### src/rtl/pport_pkg.sv
package pport_pkg;
    localparam int BYTE_W  = 8;
    localparam int HS_W    = 4;
    localparam int STAT_W  = 5;
    localparam int OFS_W   = 2;

    typedef enum logic [OFS_W-1:0] {
        OFS_DATA = 2'd0,
        OFS_STAT = 2'd1,
        OFS_CTRL = 2'd2,
        OFS_NONE = 2'd3
    } reg_ofs_e;

    typedef enum logic {
        ACK_LOW  = 1'b0,
        ACK_HIGH = 1'b1
    } ack_state_e;

    // Handshake lines whose pin level is the inverse of the register bit
    localparam logic [HS_W-1:0] HS_INVERT = 4'b1011;
    // Register value that releases every handshake line
    localparam logic [HS_W-1:0] HS_IDLE   = 4'b0100;
endpackage

### src/rtl/pport_sync.sv
module pport_sync #(
    parameter int            W      = 1,
    parameter int            STAGES = 2,
    parameter logic [W-1:0]  RST_V  = '0
) (
    input  logic         clk,
    input  logic         rst_n,
    input  logic [W-1:0] d,
    output logic [W-1:0] q
);
    logic [W-1:0] chain [STAGES];

    generate
        for (genvar s = 0; s < STAGES; s++) begin : g_stage
            always_ff @(posedge clk or negedge rst_n) begin
                if (!rst_n) begin
                    chain[s] <= RST_V;
                end else if (s == 0) begin
                    chain[s] <= d;
                end else begin
                    chain[s] <= chain[(s == 0) ? 0 : s-1];
                end
            end
        end
    endgenerate

    assign q = chain[STAGES-1];
endmodule

### src/rtl/pport_ack_fsm.sv
module pport_ack_fsm
    import pport_pkg::*;
(
    input  logic clk,
    input  logic rst_n,
    input  logic ack_s,
    input  logic int_en,
    output logic irq
);
    ack_state_e state_q, state_d;

    always_comb begin
        state_d = state_q;
        unique case (state_q)
            ACK_LOW:  if (ack_s)  state_d = ACK_HIGH;  // LOW_TO_HIGH
            ACK_HIGH: if (!ack_s) state_d = ACK_LOW;   // HIGH_TO_LOW
            default:  state_d = ACK_HIGH;
        endcase
    end

    always_ff @(posedge clk or negedge rst_n) begin
        if (!rst_n) state_q <= ACK_HIGH;
        else        state_q <= state_d;
    end

    always_ff @(posedge clk or negedge rst_n) begin
        if (!rst_n) begin
            irq <= 1'b0;
        end else begin
            unique case (state_q)
                ACK_LOW:  irq <= ack_s && int_en;
                ACK_HIGH: irq <= 1'b0;
                default:  irq <= 1'b0;
            endcase
        end
    end
endmodule

### src/rtl/pport_ctrl.sv
module pport_ctrl
    import pport_pkg::*;
(
    input  logic              clk,
    input  logic              rst_n,
    input  logic              wr_data,
    input  logic              wr_ctrl,
    input  logic [BYTE_W-1:0] wdata,
    input  logic [HS_W-1:0]   hs_pins,
    output logic [BYTE_W-1:0] data_q,
    output logic              dir_in_q,
    output logic              int_en_q,
    output logic [HS_W-1:0]   hs_drive_low,
    output logic [BYTE_W-1:0] ctrl_view
);
    logic [HS_W-1:0] hs_q;

    always_ff @(posedge clk or negedge rst_n) begin
        if (!rst_n) begin
            data_q   <= '0;
            hs_q     <= HS_IDLE;
            dir_in_q <= 1'b0;
            int_en_q <= 1'b0;
        end else begin
            if (wr_data) data_q <= wdata;
            if (wr_ctrl) begin
                hs_q     <= wdata[HS_W-1:0];
                int_en_q <= wdata[4];
                dir_in_q <= wdata[5];
            end
        end
    end

    // Intended pin level per line; a low level becomes a pull-down
    logic [HS_W-1:0] hs_level;
    logic [HS_W-1:0] hs_seen;
    generate
        for (genvar i = 0; i < HS_W; i++) begin : g_hs
            if (HS_INVERT[i]) begin : g_inv
                assign hs_level[i] = ~hs_q[i];
                assign hs_seen[i]  = ~hs_pins[i];
            end else begin : g_true
                assign hs_level[i] = hs_q[i];
                assign hs_seen[i]  = hs_pins[i];
            end
            assign hs_drive_low[i] = ~hs_level[i];
        end
    endgenerate

    assign ctrl_view = {2'b11, dir_in_q, int_en_q, hs_seen};
endmodule

### src/rtl/pport_bidir_regs.sv
module pport_bidir_regs
    import pport_pkg::*;
#(
    parameter int SYNC_STAGES = 2
) (
    input  logic              clk,
    input  logic              rst_n,
    input  logic [OFS_W-1:0]  bus_addr,
    input  logic              bus_wr,
    input  logic              bus_rd,
    input  logic [BYTE_W-1:0] bus_wdata,
    output logic [BYTE_W-1:0] bus_rdata,
    output logic [BYTE_W-1:0] pd_out,
    output logic              pd_oe,
    input  logic [BYTE_W-1:0] pd_in,
    output logic [HS_W-1:0]   ctl_drive_low,
    input  logic [HS_W-1:0]   ctl_pin_in,
    input  logic              st_busy,
    input  logic              st_ack,
    input  logic              st_paper_out,
    input  logic              st_selected,
    input  logic              st_error,
    output logic              irq
);
    reg_ofs_e ofs;
    assign ofs = reg_ofs_e'(bus_addr);

    logic              dir_in_q, int_en_q;
    logic [BYTE_W-1:0] ctrl_view;
    logic [STAT_W-1:0] stat_s;

    pport_ctrl u_ctrl (
        .clk         (clk),
        .rst_n       (rst_n),
        .wr_data     (bus_wr && ofs == OFS_DATA),
        .wr_ctrl     (bus_wr && ofs == OFS_CTRL),
        .wdata       (bus_wdata),
        .hs_pins     (ctl_pin_in),
        .data_q      (pd_out),
        .dir_in_q    (dir_in_q),
        .int_en_q    (int_en_q),
        .hs_drive_low(ctl_drive_low),
        .ctrl_view   (ctrl_view)
    );

    // order: busy, ack, paper_out, selected, error
    pport_sync #(.W(STAT_W), .STAGES(SYNC_STAGES), .RST_V(5'b01001)) u_sync (
        .clk  (clk),
        .rst_n(rst_n),
        .d    ({st_busy, st_ack, st_paper_out, st_selected, st_error}),
        .q    (stat_s)
    );

    pport_ack_fsm u_ack (
        .clk   (clk),
        .rst_n (rst_n),
        .ack_s (stat_s[3]),
        .int_en(int_en_q),
        .irq   (irq)
    );

    assign pd_oe = ~dir_in_q;

    logic [BYTE_W-1:0] rd_mux;
    always_comb begin
        unique case (ofs)
            OFS_DATA: rd_mux = pd_in;
            OFS_STAT: rd_mux = {~stat_s[4], stat_s[3:0], 3'b111};
            OFS_CTRL: rd_mux = ctrl_view;
            default:  rd_mux = '1;
        endcase
    end

    always_ff @(posedge clk or negedge rst_n) begin
        if (!rst_n)      bus_rdata <= '0;
        else if (bus_rd) bus_rdata <= rd_mux;
    end
endmodule

### config.mk
export PLATFORM = sky130hd
export DESIGN_NAME = pport_bidir_regs
export DESIGN_NICKNAME = d
export VERILOG_FILES = /design/src/rtl/pport_pkg.sv /design/src/rtl/pport_sync.sv /design/src/rtl/pport_ack_fsm.sv /design/src/rtl/pport_ctrl.sv /design/src/rtl/pport_bidir_regs.sv
export SDC_FILE = /design/constraint.sdc
export NUM_CORES = 1
export LEC_CHECK = 0
export ABC_CLOCK_PERIOD_IN_PS = 1650
export CELL_PAD_IN_SITES_DETAIL_PLACEMENT = 2
export CELL_PAD_IN_SITES_GLOBAL_PLACEMENT = 2
export CORE_MARGIN = 3
export CORE_UTILIZATION = 41
export DETAILED_ROUTE_END_ITERATION = 10
export DONT_BUFFER_PORTS = 1
export PLACE_DENSITY = 0.78
export RECOVER_POWER = 50
export SLEW_MARGIN = 20
export SYNTH_ARGS = -nofsm -noshare
export SYNTH_HDL_FRONTEND = slang
export SYNTH_SLANG_ARGS = --single-unit
### constraint.sdc
create_clock -name clk -period 1.65 [get_ports clk]
set_clock_uncertainty 0.2 [all_clocks]
set_input_delay 0 -clock clk [delete_from_list [all_inputs] [get_ports clk]]
set_output_delay 0 -clock clk [all_outputs]
set_load 0.02 [all_outputs]
==> run_results.csv, run 1 <==
group,metric,value,unit
clock_network,htree_levels,2,
synth,synth_ff_type,"dfrtp_1",
floorplan,io_pins,53,
clock_network,root_buffer,"clkbuf_4",
placed_design,gp_congestion,0.686,
floorplan,rows,19,
clock_network,cts_max_path_buffers,2,
placed_design,port_buffers,0,
synth,yosysMostFrequentCell,"dfrtp_1",
synth,synth_common_cells,"dfrtp_1, mux2_2, nor2_1",
clock_network,cts_made_buffers,5,
synth,synth.area.top_cells,"dfrtp_1, dfstp_2, mux2_2",
placed_design,dp_hpwl,1.82,mm
synth,synth_top_area_share,53.3,%
floorplan,die_h,62.6,um
synth,synth_seq_area_share,65.3,%
synth,synth_cell_type_count,18,
synth,ys_warn_count,0,
clock_network,cts_sinks,34,
synth,async_flop_share,100,%
synth,yosys.area.top_type,"dfrtp_1",
synth,synth-edff-count,0,
synth,synth.avg_cell_area,14.3,um^2
outcome,stop_stage,"clock tree synthesis",
synth,synthCells,92,
floorplan,start_util,45.3,%
outcome,status,"did not finish",
synth,synth_area,1320,um^2
floorplan,fp.dieW,62.6,um
synth,synth.net_count,123,
clock_network,cts_setup_buffers,0,
outcome,tool.error,"[ERROR DPL-0033] detailed placement checks failed during check placement.",
clock_network,hold_buffers,47,
synth,synth-seq-cells,34,
clock_network,cts-resized-gates,0,
[metrics by stage]
step | utilization, % | worst slack, ns | hold slack [ns] | instances | instance area, um^2
3_5_place_dp | 45.7 | 0.494 | -0.495 | 128 | 1330
3_3_place_gp | 45.7 | 0.533 | -0.495 | 128 | 1330
2_1_floorplan | - | 0.608 | -0.496 | 92 | 1320
[cells by family after synthesis]
kind of cell | after synthesis | synth area share [%]
AO/OA/AOI/OAI | 8 | 3.90
buffers and inverters | 8 | 3.81
AND/OR/NAND/NOR | 23 | 11.2
multiplexers | 19 | 15.8
flip-flops | 34 | 65.3
==> run 2: changes to the inputs <==
CELL_PAD_IN_SITES_DETAIL_PLACEMENT = not set   (was 2)
CELL_PAD_IN_SITES_GLOBAL_PLACEMENT = not set   (was 2)
CORE_AREA = 3 3 64 66   (was not set)
CORE_MARGIN = not set   (was 3)
CORE_UTILIZATION = not set   (was 41)
DIE_AREA = 0 0 67 69   (was not set)
PLACE_DENSITY = not set   (was 0.78)
PLACE_DENSITY_LB_ADDON = 0.15   (was not set)
==> run_results.csv, run 2 <==
group,metric,value,unit
outcome,status,"finished clean",
floorplan,die_h,69,um
global_route,overflow,0,
route,drt-total-wl,2.78,mm
sta,report.final.hold_viol_count,0,
finish,fillers,327,
global_route,grt_pass1_vias,899,
worst_setup_path,slowest_delay,0.57,ns
sta,fmax,0.620,GHz
worst_setup_path,worstPathMaxFanout,2,
global_route,grt_pass1_wl,4.44,mm
worst_setup_path,critPathArrivalTime,1.56,ns
route,drc,0,
placed_design,port_buffers,0,
worst_setup_path,crit_slowest_cell,"dlygate4sd3_1",
route,final_antenna_net_count,0,
synth,synth.net_count,123,
finish,nNetsFinal,163,
floorplan,rows,22,
synth,synth_area,1320,um^2
sta,slew_headroom,69.5,%
sta,setup_viol,0,
synth,synth.avg_cell_area,14.3,um^2
route,drt-initial-drc-count,53,
clock_network,cts_tree,"built",
job,drv_cap,0,
synth,async_flop_share,100,%
floorplan,die_area,4620,um^2
global_route,antenna_found_initial,0,
sta,tns,0,ns
worst_setup_path,required,1.60,ns
route,wl_per_cell,15.4,um
placed_design,dp_hpwl,1.68,mm
worst_setup_path,crit_buf_inv,1,
clock_network,cts_setup_buffers,0,
clock_network,cts_max_path_buffers,2,
finish,n_antenna_cell,0,
synth,synth_cell_type_count,18,
sta,slew_viol_final,0,
clock_network,cts_sinks,34,
clock_network,cts_made_buffers,5,
route,vias,837,
pwr,peakVddDrop,0.948,mV
floorplan,start_util,36.2,%
placed_design,placed_cell_area,1330,um^2
synth,synth-edff-count,0,
finish,syn_to_final_growth,42.2,%
floorplan,io_pins,53,
global_route,grt_util_all_layers,13.0,%
synth,ys_warn_count,0,
synth,synth_seq_area_share,65.3,%
clock_network,path_clk_slew,0.07,ns
sta,rsz0062_at_grt,"false",
clock_network,clock_latency,0.28,ns
global_route,grt_max_degree,35,
sta,fin_crit,1.61,ns
synth,synthCells,92,
route,viasPerCell,4.62,
route,drt_pass1_iterations,4,
floorplan,core,3630,um^2
synth,yosys.area.top_type,"dfrtp_1",
clock_network,root_buffer,"clkbuf_8",
synth,synth_top_area_share,53.3,%
finish,drive_gt1_share,25.6,%
synth,yosysMostFrequentCell,"dfrtp_1",
synth,synth_common_cells,"dfrtp_1, mux2_2, nor2_1",
sta,tightest_slew,0.456,ns
finish,stdcell_area,1870,um^2
pwr,power_density,1210,nW/um^2
worst_setup_path,path_cells,"mux2_2, dlygate4sd3_1",
hold_path,hold_class,"input pin to register",
finish,mostFrequentLayoutCells,"dlygate4sd3_1, dfrtp_1, mux2_2",
finish,final_common_cell,"dlygate4sd3_1",
synth,synth-seq-cells,34,
sta,finalCritPeriodShare,97.7,%
worst_setup_path,cp_top_family,"buffers and inverters",
placed_design,gp_congestion,0.698,
finish,reg_top3,"bus_rdata x8, u_ctrl.data_q x8",
synth,synth_ff_type,"dfrtp_1",
pwr,p_leak,0.787,nW
synth,synth.area.top_cells,"dfrtp_1, dfstp_2, mux2_2",
worst_setup_path,cp-start-kind,"register",
worst_setup_path,cp-end-kind,"register",
floorplan,fp.dieW,67,um
clock_network,htree_levels,2,
worst_setup_path,crit_type,"register to register",
-- run 2: stage by stage --
stage	hold slack [ns]	total power (W)	util, %	std cells	setup WS, ns
finish	0.0623	0.00226	51.4	181	0.0379
floorplan	-0.496	0.00125	-	92	0.608
global route	0.0510	0.00237	51.4	181	0.00612
global placement	-0.494	0.00124	36.7	134	0.543
detailed placement	-0.494	0.00125	36.7	134	0.502
CTS	0.0432	0.00229	51.5	181	0.0192
-- run 2: what timing repair did --
item / 4_1_cts / 5_1_grt
hold buffers: 39 / 1
endpoints found under the setup margin: 0 / 5
gates resized for setup: 0 / 5
endpoints found under the hold margin: 61 / 1
-- run 2: cell type report --
type                       instances  area, um^2  area share (%)
sequential                        34         862            46.1
tap                               48        60.1            3.21
multi-input combinational         50         412            22.0
clock buffer                       5        68.8            3.68
timing repair buffer              39         390            20.9
inverter                           2        7.51           0.402
clock inverter                     3        68.8            3.68
-- run 2: worst paths after layout --
check / end / startpoint / slack (ns) / depth (start not counted)
setup / recovery: u_ctrl.data_q[4]$_DFFE_PN0P_ / u_ctrl.data_q[4]$_DFFE_PN0P_ / 0.04 / 2
hold / removal: u_sync.chain[8]$_DFF_PN1_ / st_ack / 0.06 / 1
setup reg to reg: u_ctrl.data_q[4]$_DFFE_PN0P_ / u_ctrl.data_q[4]$_DFFE_PN0P_ / 0.04 / 2
hold reg to reg: u_sync.q[2]$_DFF_PN0_ / u_sync.chain[7]$_DFF_PN0_ / 0.15 / 0
max in group asynchronous: u_sync.q[3]$_DFF_PN1_ / rst_n / 0.33 / 3
min in group asynchronous: u_ack.irq$_DFF_PN0_ / rst_n / 0.58 / 3
-- run 2: cell families (layout without fill, tap and decap cells) --
family	count (synthesis)	count (layout)	synth area share [%]
flops	34	34	65.3
simple gates	23	23	11.2
mux	19	19	15.8
compound gates	8	8	3.90
buf+inv	8	49	3.81
-- run 2: where the power goes --
part / leakage [nW] / internal [W] / switching [W]
logic: 0.338 / 0.000158 / 0.0000977
registers: 0.380 / 0.000945 / 0.000158
clock network: 0.0683 / 0.000605 / 0.000293
total: 0.787 / 0.00171 / 0.000548
-- run 2: worst register-to-register path, delay by kind of cell, from the launching register on --
| family | cells | cell delay [ns] |
|---|---|---|
| buffers and inverters | 1 | 0.57 |
| DFF | 1 | 0.46 |
| muxes | 1 | 0.27 |
-- run 2: per-layer routing --
layer  wire, um  GRT usage (%)  up-vias  part of all wire [%]
li1           -              -      392                     -
met1       1150           16.0      408                    41
met2       1380           19.9       35                    49
met3        229           4.72        2                   8.2
met4         23           6.31        0                  0.83
met5          0              0        -                     0
Power figures use the tool's default switching activity.
